$ cat src/rtl/exc_pkg.sv
package exc_pkg;
  localparam int MODE_W = 5;

  localparam logic [MODE_W-1:0] MODE_IRQ = 5'h12;
  localparam logic [MODE_W-1:0] MODE_SVC = 5'h13;
  localparam logic [MODE_W-1:0] MODE_UND = 5'h1B;

  // grant vector index, lower index wins
  localparam int G_UND = 0;
  localparam int G_SWI = 1;
  localparam int G_IRQ = 2;
  localparam int N_SRC = 3;
endpackage

$ cat src/rtl/exc_prio_sel.sv
module exc_prio_sel #(
  parameter int N = 3
) (
  input  logic [N-1:0] req,
  output logic [N-1:0] grant
);
  logic [N:0] seen;

  assign seen[0] = 1'b0;

  for (genvar i = 0; i < N; i++) begin : g_chain
    assign grant[i]  = req[i] & ~seen[i];
    assign seen[i+1] = seen[i] | req[i];
  end
endmodule

$ cat src/rtl/exc_target_calc.sv
module exc_target_calc
  import exc_pkg::*;
#(
  parameter int AW        = 32,
  parameter int PW        = 32,
  parameter int MASK_BIT  = 7,
  parameter int STATE_BIT = 5,
  parameter logic [AW-1:0] VEC_UND = 'h04,
  parameter logic [AW-1:0] VEC_SWI = 'h08,
  parameter logic [AW-1:0] VEC_IRQ = 'h18
) (
  input  logic [N_SRC-1:0]  grant,
  input  logic [AW-1:0]     pc,
  input  logic              compact,
  input  logic [PW-1:0]     psr,
  output logic [MODE_W-1:0] mode,
  output logic [AW-1:0]     link,
  output logic [AW-1:0]     vec,
  output logic [PW-1:0]     psr_new
);
  localparam logic [AW-1:0] W_FULL = AW'(4);
  localparam logic [AW-1:0] W_CMP  = AW'(2);

  logic [AW-1:0] width;
  logic [AW-1:0] back;

  assign width = compact ? W_CMP : W_FULL;
  assign back  = pc - width;

  always_comb begin
    mode = MODE_IRQ;
    vec  = VEC_IRQ;
    link = back + W_FULL;
    if (grant[G_UND]) begin
      mode = MODE_UND;
      vec  = VEC_UND;
      link = back;
    end else if (grant[G_SWI]) begin
      mode = MODE_SVC;
      vec  = VEC_SWI;
      link = back;
    end
  end

  always_comb begin
    psr_new                = psr;
    psr_new[MODE_W-1:0]    = mode;
    psr_new[STATE_BIT]     = 1'b0;
    psr_new[MASK_BIT]      = 1'b1;
  end
endmodule

$ cat src/rtl/exc_entry_seq.sv
module exc_entry_seq
  import exc_pkg::*;
#(
  parameter int AW        = 32,
  parameter int PW        = 32,
  parameter int MASK_BIT  = 7,
  parameter int STATE_BIT = 5
) (
  input  logic              clk,
  input  logic              rst,
  input  logic              req_irq,
  input  logic              req_swi,
  input  logic              req_und,
  input  logic [AW-1:0]     cur_pc,
  input  logic [PW-1:0]     cur_psr,
  input  logic              cur_compact,
  output logic              ent_flush,
  output logic              ent_mode_we,
  output logic [MODE_W-1:0] ent_mode,
  output logic [AW-1:0]     ent_link,
  output logic [AW-1:0]     ent_pc,
  output logic [PW-1:0]     ent_psr,
  output logic [PW-1:0]     ent_spsr
);
  logic [N_SRC-1:0]  req_vec;
  logic [N_SRC-1:0]  grant;
  logic [MODE_W-1:0] nx_mode;
  logic [AW-1:0]     nx_link;
  logic [AW-1:0]     nx_vec;
  logic [PW-1:0]     nx_psr;
  logic              take;

  always_comb begin
    req_vec        = '0;
    req_vec[G_UND] = req_und;
    req_vec[G_SWI] = req_swi;
    req_vec[G_IRQ] = req_irq & ~cur_psr[MASK_BIT];
  end

  exc_prio_sel #(.N(N_SRC)) u_sel (
    .req   (req_vec),
    .grant (grant)
  );

  exc_target_calc #(
    .AW(AW), .PW(PW), .MASK_BIT(MASK_BIT), .STATE_BIT(STATE_BIT)
  ) u_calc (
    .grant   (grant),
    .pc      (cur_pc),
    .compact (cur_compact),
    .psr     (cur_psr),
    .mode    (nx_mode),
    .link    (nx_link),
    .vec     (nx_vec),
    .psr_new (nx_psr)
  );

  assign take = |grant;

  always_ff @(posedge clk) begin
    if (rst) begin
      ent_flush   <= 1'b0;
      ent_mode_we <= 1'b0;
      ent_mode    <= '0;
      ent_link    <= '0;
      ent_pc      <= '0;
      ent_psr     <= '0;
      ent_spsr    <= '0;
    end else begin
      ent_flush   <= take;
      ent_mode_we <= take;
      if (take) begin
        ent_mode <= nx_mode;
        ent_link <= nx_link;
        ent_pc   <= nx_vec;
        ent_psr  <= nx_psr;
        ent_spsr <= cur_psr;
      end
    end
  end
endmodule

$ cat config.mk
export PLATFORM = sky130hd
export DESIGN_NAME = exc_entry_seq
export DESIGN_NICKNAME = d
export VERILOG_FILES = /design/src/rtl/exc_pkg.sv /design/src/rtl/exc_prio_sel.sv /design/src/rtl/exc_target_calc.sv /design/src/rtl/exc_entry_seq.sv
export SDC_FILE = /design/constraint.sdc
export NUM_CORES = 1
export LEC_CHECK = 0
export BUFFER_PORTS_ARGS = -buffer_cell sky130_fd_sc_hd__buf_2
export CORE_MARGIN = 10
export CORE_UTILIZATION = 51
export DETAILED_ROUTE_END_ITERATION = 10
export HOLD_SLACK_MARGIN = 0.06
export PLACE_DENSITY_LB_ADDON = 0.15
export SYNTH_ARGS = -nofsm -noshare
export SYNTH_HDL_FRONTEND = slang
export SYNTH_SLANG_ARGS = --single-unit
$ cat constraint.sdc
create_clock -name clk -period 9.3 [get_ports clk]
set_input_delay 0.93 -clock clk [delete_from_list [all_inputs] [get_ports clk]]
set_output_delay 0.93 -clock clk [all_outputs]
set_load 0.02 [all_outputs]
==> impl_results.md <==
* WS Path Type: in -> reg
* DP Worst Slack at about 4000 ps
* Clock Tree Buf Depth at 2
* Core ar. at 0.00834 sq mm
* Buffers on Ports at 172
* R2r setup slk at around 8400 ps
* Static Leak at around 2.3 nW
* Ports at 205
* # setup viols final at 0
* Max Freq at a little over 200 MHz
* Slew Limit Fails at 0
* Vias in the first global route at 4118
* Root Driver: clkbuf_8
* Area Growth Syn to Fin at 16.4%
* Largest net degree at the start of global routing at 75
* Sequential-to-total area share from yosys stat at roughly a third
* Die span in y at about 110 um
* Hold Fails Final Rpt at 0
* Syn. warnings at 0
* Max FO, Critical Path at 19
* Postcts setup bufs at 0
* Fillcell total at 817
* Chip width at 113 um
* Via count at 4228
* MaxCap Viol Count at 0
* PnR worst setup slack at 4400 ps
* First-pass GRT wire length at roughly 21 mm
* Mean Syn Cell Area at between 7 and 8 sq um
* DR iter-0 viols at between 200 and 300
* Clock slew at reported path FFs at approximately 70 ps
* Slew @ Worst Pin at about 1100 ps
* Overflow after GRT at 0
* # H-tree levels at 3
* Drt wl/cell at around 16 um
* Mapped Area at between 0.004 and 0.005 sq mm
* Die area at about 0.013 sq mm
* Hold Path Class: reg -> reg
* Startpoint Class: input pin
* Post-synth ARST share at 0%
* Nets at about 770
* Post-Route Setup TNS at 0 ps
* Hold-fix buffers, CTS at 0
* P per Cell Area at 153 mW/mm^2
* TritonCTS clock tree: yes
* Distinct cell type count after synthesis at between 60 and 70
* Most used DFF post-synth: dfxtp_1
* Required time worst endpoint at 9570 ps
* Inserted Diodes at 0
* Layout cells sized above 1 at a little under 30%
* Drc violations at 0
* Sink Count at 70
* Detailed Route WL at between 10 and 15 mm
* Post-route ant nets at 0
* Period minus WS final at slightly below 5000 ps
* Mean number of vias per cell at approximately 5.3
* Cells after synthesis at between 500 and 600
* Status: finished clean
* Hpwl dp at 10.1 mm
* Critical path capture point type: flip-flop
* Worst rel slew slack at between 20% and 30%
* Post-Route Skew at 0 ps
* Rows at 33
* Gpl congestion at around 0.9
* Final period utilization at 52.6%
* Number of flops mapped to enable cells by yosys at 0
* Peak supply drop at roughly 0.06 mV
* All-Layer GR Usage at between 10% and 20%
* Initial antenna violation count at 0
* CTS resizes at 0
* Crit path DAT at between 5000 and 6000 ps
* Starting Density at 53.3%
* Num CTS Buffers at 9
* Yosys reg bits at 70
* Clock latency at the later pin of the worst-skew pair at 340 ps
* TritonRoute pass-1 iters at 4
* RSZ-0062 raised after global routing: no
[worst max-delay path: stages]
cell	delay, ps
buf_2	90
inv_1	50
ha_1	170
inv_1	60
fa_1	430
nor2_1	200
nand4_1	670
or3_1	600
a222oi_1	580
nand4_1	570
or3_1	540
o32a_1	180
o211ai_1	90
[worst paths after layout]
check | from | to | cells past startpoint
max | cur_pc[1] | ent_link[26]$_SDFFE_PP0P_ | 13
min | ent_link[24]$_SDFFE_PP0P_ | ent_link[24]$_SDFFE_PP0P_ | 2
max reg2reg | ent_link[26]$_SDFFE_PP0P_ | ent_link[26]$_SDFFE_PP0P_ | 3
min reg2reg | ent_link[24]$_SDFFE_PP0P_ | ent_link[24]$_SDFFE_PP0P_ | 2
[registers in the layout (all words and copies together), names as in the netlist]
signal and flops:
ent_psr 1, ent_spsr 31, ent_link 32, ent_pc 2, ent_mode 3, ent_mode_we 1
[logic make-up (layout without fill, tap and decap cells)]
family / count (synthesis) / after routing / share of synthesized area, %
fa+ha+maj: 4 / 4 / 1.30
flops: 70 / 70 / 31.5
xor+xnor: 36 / 36 / 7.09
compound gates: 110 / 110 / 15.8
simple gates: 247 / 247 / 28.9
buf+inv: 102 / 195 / 14.6
other cells: 1 / 32 / 0.0844
mux: 3 / 3 / 0.704
[cells in the final DEF (no fill, tap or decap), types with 4 or more instances in the layout]
cell,n
nor2_1,33
conb_1,32
and3_1,6
or4_1,6
nor3_1,23
dfxtp_1,70
or3_1,10
xor2_1,15
nand3_1,10
inv_1,4
o21ai_1,5
buf_2,172
nand2b_1,4
nand4b_1,4
o31ai_1,6
clkbuf_8,10
o21ai_0,10
nand3b_1,13
nand2_1,101
xnor2_1,21
a21oi_1,52
and2_1,6
nor4_1,5
a211oi_1,7
[metal layers]
layer	up-vias	share of wire [%]	GRT usage (%)
li1	2138	-	-
met4	0	1.3	5.67
met3	13	8.1	6.55
met2	165	47	32.1
met5	-	0	0
met1	1912	43	23.2
[report_power, final]
group / leakage (nW) / internal, mW / switching (mW) / total [mW]
clock network: 0.110 / 0.159 / 0.121 / 0.280
registers: 0.582 / 0.320 / 0.0110 / 0.331
logic: 1.65 / 0.0600 / 0.121 / 0.181
total: 2.34 / 0.539 / 0.254 / 0.793
[final cells by class]
class / instances / area, sq um / share of cell area [%]
Clock buffer: 11 / 141 / 2.73
Inverter: 4 / 15.0 / 0.290
Clock inverter: 5 / 81.3 / 1.57
Multi-Input combinational cell: 432 / 2520 / 48.7
Sequential cell: 70 / 1400 / 27.1
Timing Repair Buffer: 175 / 883 / 17.1
Tap cell: 105 / 131 / 2.54
[through the flow]
| stage | cell area (sq um) | hold slack [ps] | power, mW | cells | util, % |
|---|---|---|---|---|---|
| 6_report | 5170 | 449 | 0.793 | 802 | 62.0 |
| 5_1_grt | 5170 | 467 | 0.832 | 802 | 62.0 |
| 4_1_cts | 5170 | 452 | 0.800 | 802 | 62.0 |
| 3_5_place_dp | 4950 | 441 | 0.520 | 786 | 59.4 |
| 3_3_place_gp | 4950 | 434 | 0.518 | 786 | 59.4 |
| 2_1_floorplan | 4560 | 530 | 0.476 | 604 | - |
[cell usage after synthesis, types with 7 or more instances]
| library cell | instances | area (sq um) |
|---|---|---|
| a211oi_1 | 7 | 52.6 |
| a21oi_1 | 52 | 260 |
| buf_4 | 66 | 495 |
| clkbuf_1 | 24 | 90.1 |
| dfxtp_1 | 70 | 1400 |
| nand2_1 | 102 | 383 |
| nand3_1 | 10 | 50.1 |
| nand3b_1 | 13 | 97.6 |
| nor2_1 | 34 | 128 |
| nor3_1 | 23 | 115 |
| o21ai_0 | 10 | 50.1 |
| or3_1 | 10 | 62.6 |
| xnor2_1 | 21 | 184 |
| xor2_1 | 15 | 131 |
No activity file was read; power rests on OpenSTA's default activity.
